## config.mk

```make
export PLATFORM = sky130hd
export DESIGN_NAME = ifg_defer_timer
export DESIGN_NICKNAME = d
export VERILOG_FILES = /design/src/rtl/ifg_defer_pkg.sv /design/src/rtl/ifg_gap_sel.sv /design/src/rtl/ifg_tick_cnt.sv /design/src/rtl/ifg_defer_timer.sv
export SDC_FILE = /design/constraint.sdc
export NUM_CORES = 1
export LEC_CHECK = 0
export BUFFER_PORTS_ARGS = -buffer_cell sky130_fd_sc_hd__buf_4
export CORE_MARGIN = 3
export CORE_UTILIZATION = 55
export CTS_CLUSTER_SIZE = 25
export DETAILED_ROUTE_END_ITERATION = 12
export PLACE_DENSITY = 0.78
export RECOVER_POWER = 25
export SYNTH_ARGS = -nofsm -noshare
export SYNTH_HDL_FRONTEND = slang
export SYNTH_HIERARCHICAL = 1
export SYNTH_SLANG_ARGS = --single-unit
```

## constraint.sdc

```tcl
create_clock -name clk_i -period 4.2 [get_ports clk_i]
set_input_delay 0.84 -clock clk_i [delete_from_list [all_inputs] [get_ports clk_i]]
set_output_delay 0.84 -clock clk_i [all_outputs]
set_load 0.02 [all_outputs]
```

## src/rtl/ifg_defer_pkg.sv

```systemverilog
`timescale 1ns/1ps
package ifg_defer_pkg;
  typedef enum logic [1:0] {
    ST_GAP   = 2'd0,
    ST_READY = 2'd1,
    ST_TX    = 2'd2,
    ST_DEFER = 2'd3
  } ifg_state_e;

  localparam int unsigned FD_EXTRA = 3;
  localparam int unsigned HD_EXTRA = 6;
endpackage

```

## src/rtl/ifg_gap_sel.sv

```systemverilog
`timescale 1ns/1ps
module ifg_gap_sel
  import ifg_defer_pkg::*;
#(
  parameter int unsigned GAP_W = 7,
  parameter int unsigned CNT_W = GAP_W + 1
) (
  input  logic             full_duplex_i,
  input  logic             short_i,
  input  logic [GAP_W-1:0] b2b_i,
  input  logic [GAP_W-1:0] nb1_i,
  input  logic [GAP_W-1:0] nb2_i,
  output logic [CNT_W-1:0] target_o,
  output logic [CNT_W-1:0] window_o,
  output logic             sense_all_o
);
  logic [GAP_W-1:0] nb1_eff;

  // window never exceeds the total gap
  assign nb1_eff = (nb1_i > nb2_i) ? nb2_i : nb1_i;

  always_comb begin
    if (full_duplex_i)
      target_o = CNT_W'(b2b_i) + CNT_W'(FD_EXTRA);
    else if (short_i)
      target_o = CNT_W'(b2b_i) + CNT_W'(HD_EXTRA);
    else
      target_o = CNT_W'(nb2_i) + CNT_W'(HD_EXTRA);
  end

  assign window_o    = (full_duplex_i || short_i) ? '0 : CNT_W'(nb1_eff);
  assign sense_all_o = !full_duplex_i && short_i;
endmodule

```

## src/rtl/ifg_tick_cnt.sv

```systemverilog
`timescale 1ns/1ps
module ifg_tick_cnt #(
  parameter int unsigned CNT_W = 8
) (
  input  logic             clk_i,
  input  logic             rst_ni,
  input  logic             clr_i,
  input  logic             run_i,
  input  logic             tick_i,
  input  logic [CNT_W-1:0] target_i,
  output logic [CNT_W-1:0] cnt_o,
  output logic             done_o
);
  always_ff @(posedge clk_i or negedge rst_ni) begin
    if (!rst_ni)                cnt_o <= '0;
    else if (clr_i)             cnt_o <= '0;
    else if (run_i && tick_i)   cnt_o <= cnt_o + CNT_W'(1);
  end

  assign done_o = run_i && tick_i && (cnt_o == target_i - CNT_W'(1));

  a_r9_hold_without_tick: assert property (@(posedge clk_i) disable iff (!rst_ni)
    (!tick_i && !clr_i) |=> $stable(cnt_o));

  a_r9_step_on_tick: assert property (@(posedge clk_i) disable iff (!rst_ni)
    (tick_i && run_i && !clr_i) |=> (cnt_o == $past(cnt_o) + CNT_W'(1)));

  a_r3_below_target: assert property (@(posedge clk_i) disable iff (!rst_ni)
    run_i |-> (cnt_o < target_i));
endmodule

```

## src/rtl/ifg_defer_timer.sv

```systemverilog
`timescale 1ns/1ps
module ifg_defer_timer
  import ifg_defer_pkg::*;
#(
  parameter int unsigned GAP_W = 7
) (
  input  logic             clk_i,
  input  logic             rst_ni,
  input  logic             tick_i,
  input  logic             carrier_i,
  input  logic             tx_req_i,
  input  logic             tx_done_i,
  input  logic             full_duplex_i,
  input  logic [GAP_W-1:0] gap_b2b_i,
  input  logic [GAP_W-1:0] gap_nb1_i,
  input  logic [GAP_W-1:0] gap_nb2_i,
  output logic             tx_permit_o,
  output logic             deferring_o
);
  localparam int unsigned CNT_W = GAP_W + 1;

  ifg_state_e       state_q, state_d;
  logic             short_q, short_d;
  logic [CNT_W-1:0] target, window, cnt;
  logic             sense_all, gap_done, crs_eff, in_window;

  ifg_gap_sel #(.GAP_W(GAP_W), .CNT_W(CNT_W)) u_sel (
    .full_duplex_i (full_duplex_i),
    .short_i       (short_q),
    .b2b_i         (gap_b2b_i),
    .nb1_i         (gap_nb1_i),
    .nb2_i         (gap_nb2_i),
    .target_o      (target),
    .window_o      (window),
    .sense_all_o   (sense_all)
  );

  ifg_tick_cnt #(.CNT_W(CNT_W)) u_cnt (
    .clk_i    (clk_i),
    .rst_ni   (rst_ni),
    .clr_i    (state_q != ST_GAP),
    .run_i    (state_q == ST_GAP),
    .tick_i   (tick_i),
    .target_i (target),
    .cnt_o    (cnt),
    .done_o   (gap_done)
  );

  assign crs_eff   = carrier_i && !full_duplex_i;
  assign in_window = sense_all || (cnt < window);

  always_comb begin
    state_d = state_q;
    short_d = short_q;
    unique case (state_q)
      ST_GAP: begin
        if (crs_eff && in_window)  state_d = ST_DEFER;
        else if (gap_done)         state_d = (crs_eff && !tx_req_i) ? ST_DEFER : ST_READY;
      end
      ST_READY: begin
        if (tx_req_i)              state_d = ST_TX;
        else if (crs_eff)          state_d = ST_DEFER;
      end
      ST_TX: begin
        if (tx_done_i) begin
          state_d = ST_GAP;
          short_d = 1'b1;
        end
      end
      ST_DEFER: begin
        if (!carrier_i) begin
          state_d = ST_GAP;
          short_d = 1'b0;
        end
      end
      default: state_d = ST_GAP;
    endcase
  end

  always_ff @(posedge clk_i or negedge rst_ni) begin
    if (!rst_ni) begin
      state_q <= ST_GAP;
      short_q <= 1'b0;
    end else begin
      state_q <= state_d;
      short_q <= short_d;
    end
  end

  assign tx_permit_o = (state_q == ST_READY);
  assign deferring_o = (state_q == ST_DEFER) && tx_req_i;

  a_r10_permit_drops: assert property (@(posedge clk_i) disable iff (!rst_ni)
    (tx_permit_o && tx_req_i) |=> !tx_permit_o);

  a_r10_permit_holds: assert property (@(posedge clk_i) disable iff (!rst_ni)
    (tx_permit_o && !tx_req_i && !crs_eff) |=> tx_permit_o);

  a_r9_rise_on_tick: assert property (@(posedge clk_i) disable iff (!rst_ni)
    $rose(tx_permit_o) |-> $past(tick_i));

  a_r2_fd_never_defers: assert property (@(posedge clk_i) disable iff (!rst_ni)
    (full_duplex_i && state_q != ST_DEFER) |=> (state_q != ST_DEFER));

  a_r6_hold_while_carrier: assert property (@(posedge clk_i) disable iff (!rst_ni)
    (state_q == ST_DEFER && carrier_i) |=> !tx_permit_o);
endmodule

```

# == Word level (Yosys, flattened, before mapping) ==
# Cells that the tools add are included.
# word_totals
regBits,11
latch_bits,0
ramBits,0
mem_bits_ro,0
inputBits,28
elab_cells,52
n_memories,0
# op_classes
n_addsub,5
mul,0
div,0
order_cmp,2
eq_ne,8
n_shift,0
n_mux,17
bitwise_logic,0
n_reduce_logical,17
# op_table
op,count
2-to-1 mux 8 bit,4
adder 7 x 3 -> 8 bit (second input constant),2
2-to-1 mux 2 bit,7
2-to-1 mux 7 bit,2
adder 7 x 2 -> 8 bit (second input constant),1
adder 8 x 1 -> 8 bit (second input constant),1
== test 8 bit,1
< comparator 8 bit,1
one-hot mux 2 bit (4 select lines),1
subtractor 8 x 1 -> 8 bit (second input constant),1
> comparator 7 bit,1
logical AND 1 bit,7
nonzero test 2 bit,3
== test 2 bit (second input constant),2
inequality test 2 bit (second input constant),2
AND reduction 4 bit,1
inequality test 3 x 2 -> 1 bit (second input constant),1
inequality test 3 bit (second input constant),1
AND reduction 3 bit,1
== test 2 x 1 -> 1 bit (second input constant),1
logical NOT 1 bit,2
logical NOT 2 bit,1
logical OR 1 bit,2
2-to-1 mux 1 bit,2
one-hot mux 1 bit (2 select lines),1

# == Logic depth before layout (Yosys ltp) ==
# Gate-level depths: netlist of run 1.
# depth
depth_word,9
depth_mapped,15
mapped_depth_nobuf,15

# == Modules after synthesis ==
# The synthesis of run 1 kept the hierarchy.
# modules_own_cells
mod,instances,cells_per_inst,area_per_inst_um2
ifg_gap_sel,1,113,726.9
ifg_tick_cnt,1,72,628.1
ifg_defer_timer,1,51,417.9

# == Least setup slack after synthesis of run 1 ==
# Ideal clock, no wire load.
# synth_timing
path_kind,input to register
startpoint,in full_duplex_i
endpoint,reg state_q[1]
arrival_ns,3.062
t_required_ns,4.067
path_slack_ns,1.004
stages,15
path_buffers,1
path_cell_list,buf_2 -> nor2_1 -> nand2_1 -> o211ai_1 -> inv_1 -> ha_1 -> nand2b_1 -> a21oi_1 -> a311oi_1 -> a41o_1 -> and4_1 -> nor2b_1 -> o211a_1 -> o21ai_0 -> nand3_1
# synth_rtl
item,line,text
"start, declared",ifg_defer_timer.sv:13,"input logic full_duplex_i,"
2-to-1 mux 8 bit,ifg_gap_sel.sv:23,if (full_duplex_i)
via target[0],ifg_defer_timer.sv:24,"logic [CNT_W-1:0] target, window, cnt;"
subtractor 8 x 1 -> 8 bit,ifg_tick_cnt.sv:20,assign done_o = run_i && tick_i && (cnt_o == target_i - CNT_W'(1));
== test 8 bit,ifg_tick_cnt.sv:20,
logical AND 1 bit,ifg_tick_cnt.sv:20,
via gap_done,ifg_defer_timer.sv:25,"logic sense_all, gap_done, crs_eff, in_window;"
inequality test 3 bit (no source line),-,
AND reduction 4 bit (no source line),-,
"end signal, assigned",ifg_defer_timer.sv:85,state_q <= state_d;
"end, declared",ifg_defer_timer.sv:22,"ifg_state_e state_q, state_d;"
# The timed path passes the listed nets, and every way through them passes these cells. The select of a mux whose other input is x is not followed.
# A chain may end at the register's enable or synchronous reset.

# == Final worst setup path of run 1 ==
# layout_timing
startpoint,in gap_b2b_i[1]
endpoint,reg state_q[1]
# layout_via
elab_chain_len,8
# layout_rtl
item,line,text
"start, declared",ifg_defer_timer.sv:14,"input logic [GAP_W-1:0] gap_b2b_i,"
adder 7 x 3 -> 8 bit,ifg_gap_sel.sv:26,target_o = CNT_W'(b2b_i) + CNT_W'(HD_EXTRA);
2-to-1 mux 8 bit,ifg_gap_sel.sv:25,else if (short_i)
2-to-1 mux 8 bit *,ifg_gap_sel.sv:23,
via target[6],ifg_defer_timer.sv:24,
subtractor 8 x 1 -> 8 bit *,ifg_tick_cnt.sv:20,
== test 8 bit *,ifg_tick_cnt.sv:20,
logical AND 1 bit *,ifg_tick_cnt.sv:20,
via gap_done,ifg_defer_timer.sv:25,
inequality test 3 bit (no source line) *,-,
AND reduction 4 bit (no source line) *,-,
# Mark *: on every way through the listed nets, which the timed path passes. The rest lies on a longest branch.

==> flow_summary.json, run 1 <==
{
  "wirelength_um": 4330,
  "leakagePower_nw": 0.945,
  "rsz0062_at_grt": "no",
  "ioPinCount": 30,
  "cpMaxStageDelayCell": "o21ai_0",
  "die_w_um": 62.8,
  "grt_util_met1": 0.318,
  "drt-wirelength-per-cell_um": 14.3,
  "cp_top_family": "compound AO/OA/AOI/OAI gates",
  "busiest_layer": "met2",
  "htree_levels": 1,
  "fin_crit_sh": 0.835,
  "min_path_type": "in -> async",
  "fin_cells": 303,
  "pwr-share-comb": 0.583,
  "grt_max_degree": 17,
  "hold_viol": 0,
  "grt_pass1_vias": 1705,
  "tritoncts": "built",
  "netlist_instances": 236,
  "place.gp.congestion": 0.933,
  "cts_setup_buffers": 0,
  "diodes": 0,
  "core_um2": 2900,
  "cp.required_ps": 4340,
  "drc": 0,
  "clock_latency_ps": 260,
  "cp_slowest_stage_delay_ps": 470,
  "ctsLongestPathBuffers": 2,
  "status": "completed",
  "start_util": 0.611,
  "globalRouteOverflowTotal": 0,
  "gr-usage-met2": 0.362,
  "p_sw_frac": 0.450,
  "cts-resized-gates": 0,
  "die_h_um": 62.8,
  "synth_flop_cell": "dfrtp_1",
  "pwr-share-clk": 0.122,
  "setup_ws_ps": 692,
  "ant_nets": 0,
  "hold_buffers": 0,
  "fin_util": 0.697,
  "sequentialPowerShare": 0.295,
  "viasPerCell": 5.77,
  "cts-root-buf": "clkbuf_4",
  "arrival_ps": 3650,
  "syn_area_um2": 1770,
  "yosys_warnings": 6,
  "dpl.cell_count": 299,
  "powerDensity_nw_per_um2": 282,
  "hpwl_um": 3560,
  "syn_nets": 282,
  "syn2layout_area_growth_pct": 14.0,
  "fin_total_pwr_mw": 0.570,
  "syn_area_per_cell_um2": 7.51,
  "use_met3": 0.0180,
  "num_rows": 19,
  "drt_iter0_drc": 122,
  "synth-edff-count": 0,
  "fin_hold_ws_ps": 556,
  "tns_ps": 0,
  "synthArstFlopShare": 1.00,
  "crit_chain": "buf_4 -> o21ai_0 -> o32ai_1 -> xnor2_1 -> a211oi_1 -> xnor2_1 -> nand2_1 -> a21oi_1 -> a2111oi_0 -> and4_1 -> nor2b_1 -> o211a_1 -> o21ai_0 -> nand3_1",
  "dieArea_um2": 3940,
  "cp_max_fo": 5,
  "ys_seq_area_frac": 0.155,
  "vias": 1748,
  "cts_inserted_buffers": 3,
  "path_buf_inv": 1,
  "maxSlewViolCount": 0,
  "path_class": "in -> reg",
  "final_layout_size_suffix_gt1_frac": 0.161,
  "max-cap-violations": 0,
  "max-vdd-ir-drop_uv": 282,
  "ys_ff_latch": 11,
  "grt.total_usage": 0.227,
  "crit_path_start_kind": "primary input",
  "finClkSkew_ps": 0.409,
  "slew_headroom": 0.594,
  "final_area_um2": 2020,
  "drt_pre_antenna_iters": 5,
  "cts.clk_slew.worst_paths_ps": 70,
  "pre_cts_ws_ps": 457,
  "min_period_ps": 3510,
  "crit_path_end_kind": "flip-flop",
  "grt_pass1_wl_um": 7460,
  "fmax_ghz": 0.285,
  "io_buffers": 29,
  "clock_sinks": 11,
  "worstMarginPinSlew_ps": 606,
  "antenna_found_initial": 0,
  "intPower_mw": 0.313,
  "p_sw_mw": 0.256,
  "dpl-instance-area_um2": 2000,
  "final_net_count": 308,
  "yosysUniqueCellTypes": 49,
  "setup_viol": 0
}
area by class of cell:
| type | instances | area (um^2) |
|---|---|---|
| tap | 42 | 52.6 |
| timing repair buffer | 30 | 221 |
| sequential | 11 | 275 |
| clock buffer | 4 | 26.3 |
| inverter | 22 | 82.6 |
| fill | 274 | 878 |
| multi-input combinational | 194 | 1360 |
logic make-up after synthesis:
logic type | Yosys count | synth area share
other | 1 | 0.00212
AND/OR/NAND/NOR | 85 | 0.251
adder cells (fa/ha/maj) | 18 | 0.127
XOR/XNOR | 22 | 0.113
flip-flops | 11 | 0.155
AO/OA/AOI/OAI | 57 | 0.215
multiplexers | 11 | 0.0621
buffers and inverters | 31 | 0.0755
worst reg2reg max path, cell delays in order, from the launching register on:
cell	delay (ps)
dfrtp_1	610
mux2i_1	180
ha_1	250
or2_4	270
a21o_1	150
o32ai_1	550
nor4_2	110
nand2_1	110
nor3_1	50
a2111oi_0	310
and4_1	270
nor2b_1	140
o211a_1	130
o21ai_0	70
nand3_1	90
power by group through the flow:
stage               sequential [mW]  clock [mW]  combinational (mW)
floorplan                     0.140           0               0.275
global route                  0.172      0.0790               0.370
global placement              0.168           0               0.325
finish                        0.168      0.0696               0.332
detailed placement            0.169           0               0.328
CTS                           0.166      0.0720               0.330
flip-flops by register name (all words and copies together) (netlist names):
signal	cells
u_cnt/cnt_o	8
state_q	2
short_q	1
synth_stat cells (2+ instances only):
library cell | number | area share
o211a_1 | 2 | 0.011
nor2b_1 | 4 | 0.014
nand2b_1 | 2 | 0.0071
a21o_1 | 3 | 0.013
inv_1 | 22 | 0.047
o211ai_1 | 3 | 0.013
and2_1 | 2 | 0.0071
nor3b_1 | 2 | 0.0085
nor2_1 | 17 | 0.036
nand3_1 | 6 | 0.017
buf_2 | 5 | 0.014
o21ai_0 | 13 | 0.037
dfrtp_1 | 11 | 0.16
nand4_1 | 5 | 0.018
nand2_1 | 26 | 0.055
ha_1 | 18 | 0.13
and3_1 | 2 | 0.0071
o32ai_1 | 2 | 0.0099
or2_2 | 3 | 0.011
a31oi_1 | 3 | 0.011
o21a_1 | 2 | 0.0085
and4_1 | 2 | 0.0099
xnor2_1 | 11 | 0.054
nor3_1 | 4 | 0.011
nand3b_1 | 4 | 0.017
xor2_1 | 10 | 0.049
a311oi_1 | 2 | 0.0099
a21oi_1 | 19 | 0.054
mux2i_1 | 11 | 0.062
layout by cell type, fill, tap and decap left out, types with 3 or more instances in the layout:
cell and instances:
buf_4 29, nand2_1 26, inv_1 22, a21oi_1 19, ha_1 18, nor2_1 17
o21ai_0 13, dfrtp_1 11, xnor2_1 11, mux2i_1 11, xor2_1 10, nand3_1 6
nand4_1 5, nor2b_1 4, nand3b_1 4, nor3_1 4, or2_2 3, a31oi_1 3
clkbuf_4 3, a21o_1 3, o211ai_1 3
per-layer routing:
layer / vias up / share of wire
li1: 882 / -
met3: 12 / 0.050
met5: - / 0
met2: 56 / 0.45
met4: 0 / 0.021
met1: 798 / 0.48
final timing paths:
kind                                 from        endpoint  slack (ps)  depth (start not counted)
max reg2reg                       short_q      state_q[1]         830                         14
max in group asynchronous          rst_ni  u_cnt/cnt_o[6]        3260                          1
min                                rst_ni  u_cnt/cnt_o[0]         560                          1
max                          gap_b2b_i[1]      state_q[1]         690                         14
min reg2reg                u_cnt/cnt_o[7]  u_cnt/cnt_o[7]         600                          2
min in group clk_i         u_cnt/cnt_o[7]  u_cnt/cnt_o[7]         600                          2
(Power assumes the default switching activity.)
==> inputs of run 2 (changes only) <==
Clock period 4.2 ns to 3.4 ns, I/O delays scaled along.
==> flow_summary.json, run 2 (synthesis gave the netlist of run 1 again) <==
{
  "crit_path_end_kind": "flip-flop",
  "path_class": "reg -> reg",
  "crit_path_start_kind": "flip-flop",
  "fin_hold_ws_ps": 379,
  "wl_met2_um": 1880,
  "fmax_ghz": 0.314,
  "drc": 0,
  "arrival_ps": 3330,
  "grt_pass1_vias": 1677,
  "ioPinCount": 30,
  "tns_ps": 0,
  "status": "completed",
  "top_layer_used": "met4",
  "place.gp.congestion": 0.961,
  "final_common_cell": "buf_4",
  "vias": 1704,
  "ctsLongestPathBuffers": 2,
  "wl_met1_um": 2020,
  "diodes": 0,
  "max-vdd-ir-drop_uv": 347,
  "hold_buffers": 0,
  "sequentialPowerShare": 0.290,
  "setup_viol": 0,
  "final_net_count": 314,
  "core_um2": 2900,
  "pwr-share-comb": 0.589,
  "clock_sinks": 11,
  "drt_iter0_drc": 79,
  "fin_cells": 309,
  "cts.clk_slew.worst_paths_ps": 70,
  "intPower_mw": 0.398,
  "grt_max_degree": 15,
  "viasPerCell": 5.51,
  "ant_nets": 0,
  "maxSlewViolCount": 0,
  "top_regs": "u_cnt/cnt_o: 8 flops, state_q: 2 flops, short_q: 1 flops",
  "drt-wirelength-per-cell_um": 13.4,
  "grt.total_usage": 0.221,
  "worstMarginPinSlew_ps": 575,
  "cts-resized-gates": 0,
  "syn2layout_area_growth_pct": 16.9,
  "globalRouteOverflowTotal": 0,
  "slew_headroom": 0.616,
  "clock_latency_ps": 260,
  "cp_max_fo": 11,
  "reg2reg_slack_ps": 210,
  "num_rows": 19,
  "die_h_um": 62.8,
  "dieArea_um2": 3940,
  "hpwl_um": 3320,
  "fin_total_pwr_mw": 0.715,
  "crit-reg2reg-launch": "short_q",
  "grt_pass1_wl_um": 7370,
  "final_layout_size_suffix_gt1_frac": 0.191,
  "regMostFlops": "u_cnt/cnt_o",
  "cts_inserted_buffers": 3,
  "pwr-share-clk": 0.122,
  "drt_pre_antenna_iters": 4,
  "largest_reg_flops": 8,
  "wl_met3_um": 160,
  "htree_levels": 1,
  "r2r_end": "state_q[1]",
  "wirelength_um": 4140,
  "final_cell_mix": "buf_4 (35), nand2_1 (26), inv_1 (22)",
  "nFillCells": 268,
  "rsz0062_at_grt": "no",
  "io_buffers": 29,
  "antenna_found_initial": 0,
  "leakagePower_nw": 0.977,
  "p_sw_mw": 0.316,
  "tritoncts": "built",
  "max-cap-violations": 0,
  "min_period_ps": 3190,
  "start_util": 0.611,
  "fin_util": 0.715,
  "r2r_cells": 15,
  "fin_crit_sh": 0.937,
  "dpl.cell_count": 305,
  "cts-root-buf": "clkbuf_4",
  "hold_viol": 0,
  "die_w_um": 62.8,
  "powerDensity_nw_per_um2": 345,
  "p_sw_frac": 0.443,
  "min_path_type": "in -> async",
  "cp.required_ps": 3540,
  "finClkSkew_ps": 4.82,
  "cts_setup_buffers": 0
}
run 2: how the worst max path moves through the flow:
| stage | cells after the start | start | to | slack, ps |
|---|---|---|---|---|
| after floorplan | 15 | full_duplex_i | state_q[1] | 360 |
| after global placement | 15 | gap_b2b_i[1] | state_q[1] | 80 |
| after detailed placement | 15 | gap_b2b_i[1] | state_q[1] | -5 |
| after CTS | 14 | short_q | state_q[1] | 90 |
| after global routing | 14 | short_q | state_q[1] | 6 |
| final | 15 | short_q | state_q[1] | 210 |
run 2: cell type report:
type / count / area, um^2 / area share
clock buffer: 3 / 22.5 / 0.0109
multi-input combinational: 194 / 1370 / 0.660
timing repair buffer: 36 / 267 / 0.129
clock inverter: 1 / 5.00 / 0.00241
tap: 42 / 52.6 / 0.0253
inverter: 22 / 82.6 / 0.0398
sequential: 11 / 277 / 0.133
run 2: metrics by stage:
step | cell area, um^2 | setup slack (ps)
6_report | 2070 | 215
3_3_place_gp | 2040 | 82.6
2_1_floorplan | 1770 | 364
3_5_place_dp | 2040 | -4.89
4_1_cts | 2070 | 87.6
5_1_grt | 2070 | 6.28
run 2: power groups by stage:
stage / Sequential (mW) / Combinational (mW) / Clock (mW)
finish: 0.207 / 0.421 / 0.0869
global route: 0.211 / 0.472 / 0.0971
CTS: 0.204 / 0.418 / 0.0905
detailed placement: 0.207 / 0.415 / 0
global placement: 0.207 / 0.413 / 0
floorplan: 0.173 / 0.340 / 0
run 2: worst max-delay path, cell delays in order (launching register included):
cell and delay [ps]:
dfrtp_2 500, mux2i_1 180, ha_1 240, or3_1 350, a21oi_1 140, o32ai_1 80, buf_4 150, nor4_2 260
nand2_1 120, nor3_1 140, a2111oi_0 80, and4_1 230, nor2b_1 130, o211a_1 190, o21ai_0 150, nand3_1 100
run 2: per-layer routing:
| layer | vias up | GRT usage |
|---|---|---|
| met5 | - | 0 |
| met4 | 0 | 0.0799 |
| met3 | 8 | 0.0126 |
| met2 | 41 | 0.360 |
| met1 | 764 | 0.308 |
| li1 | 891 | - |
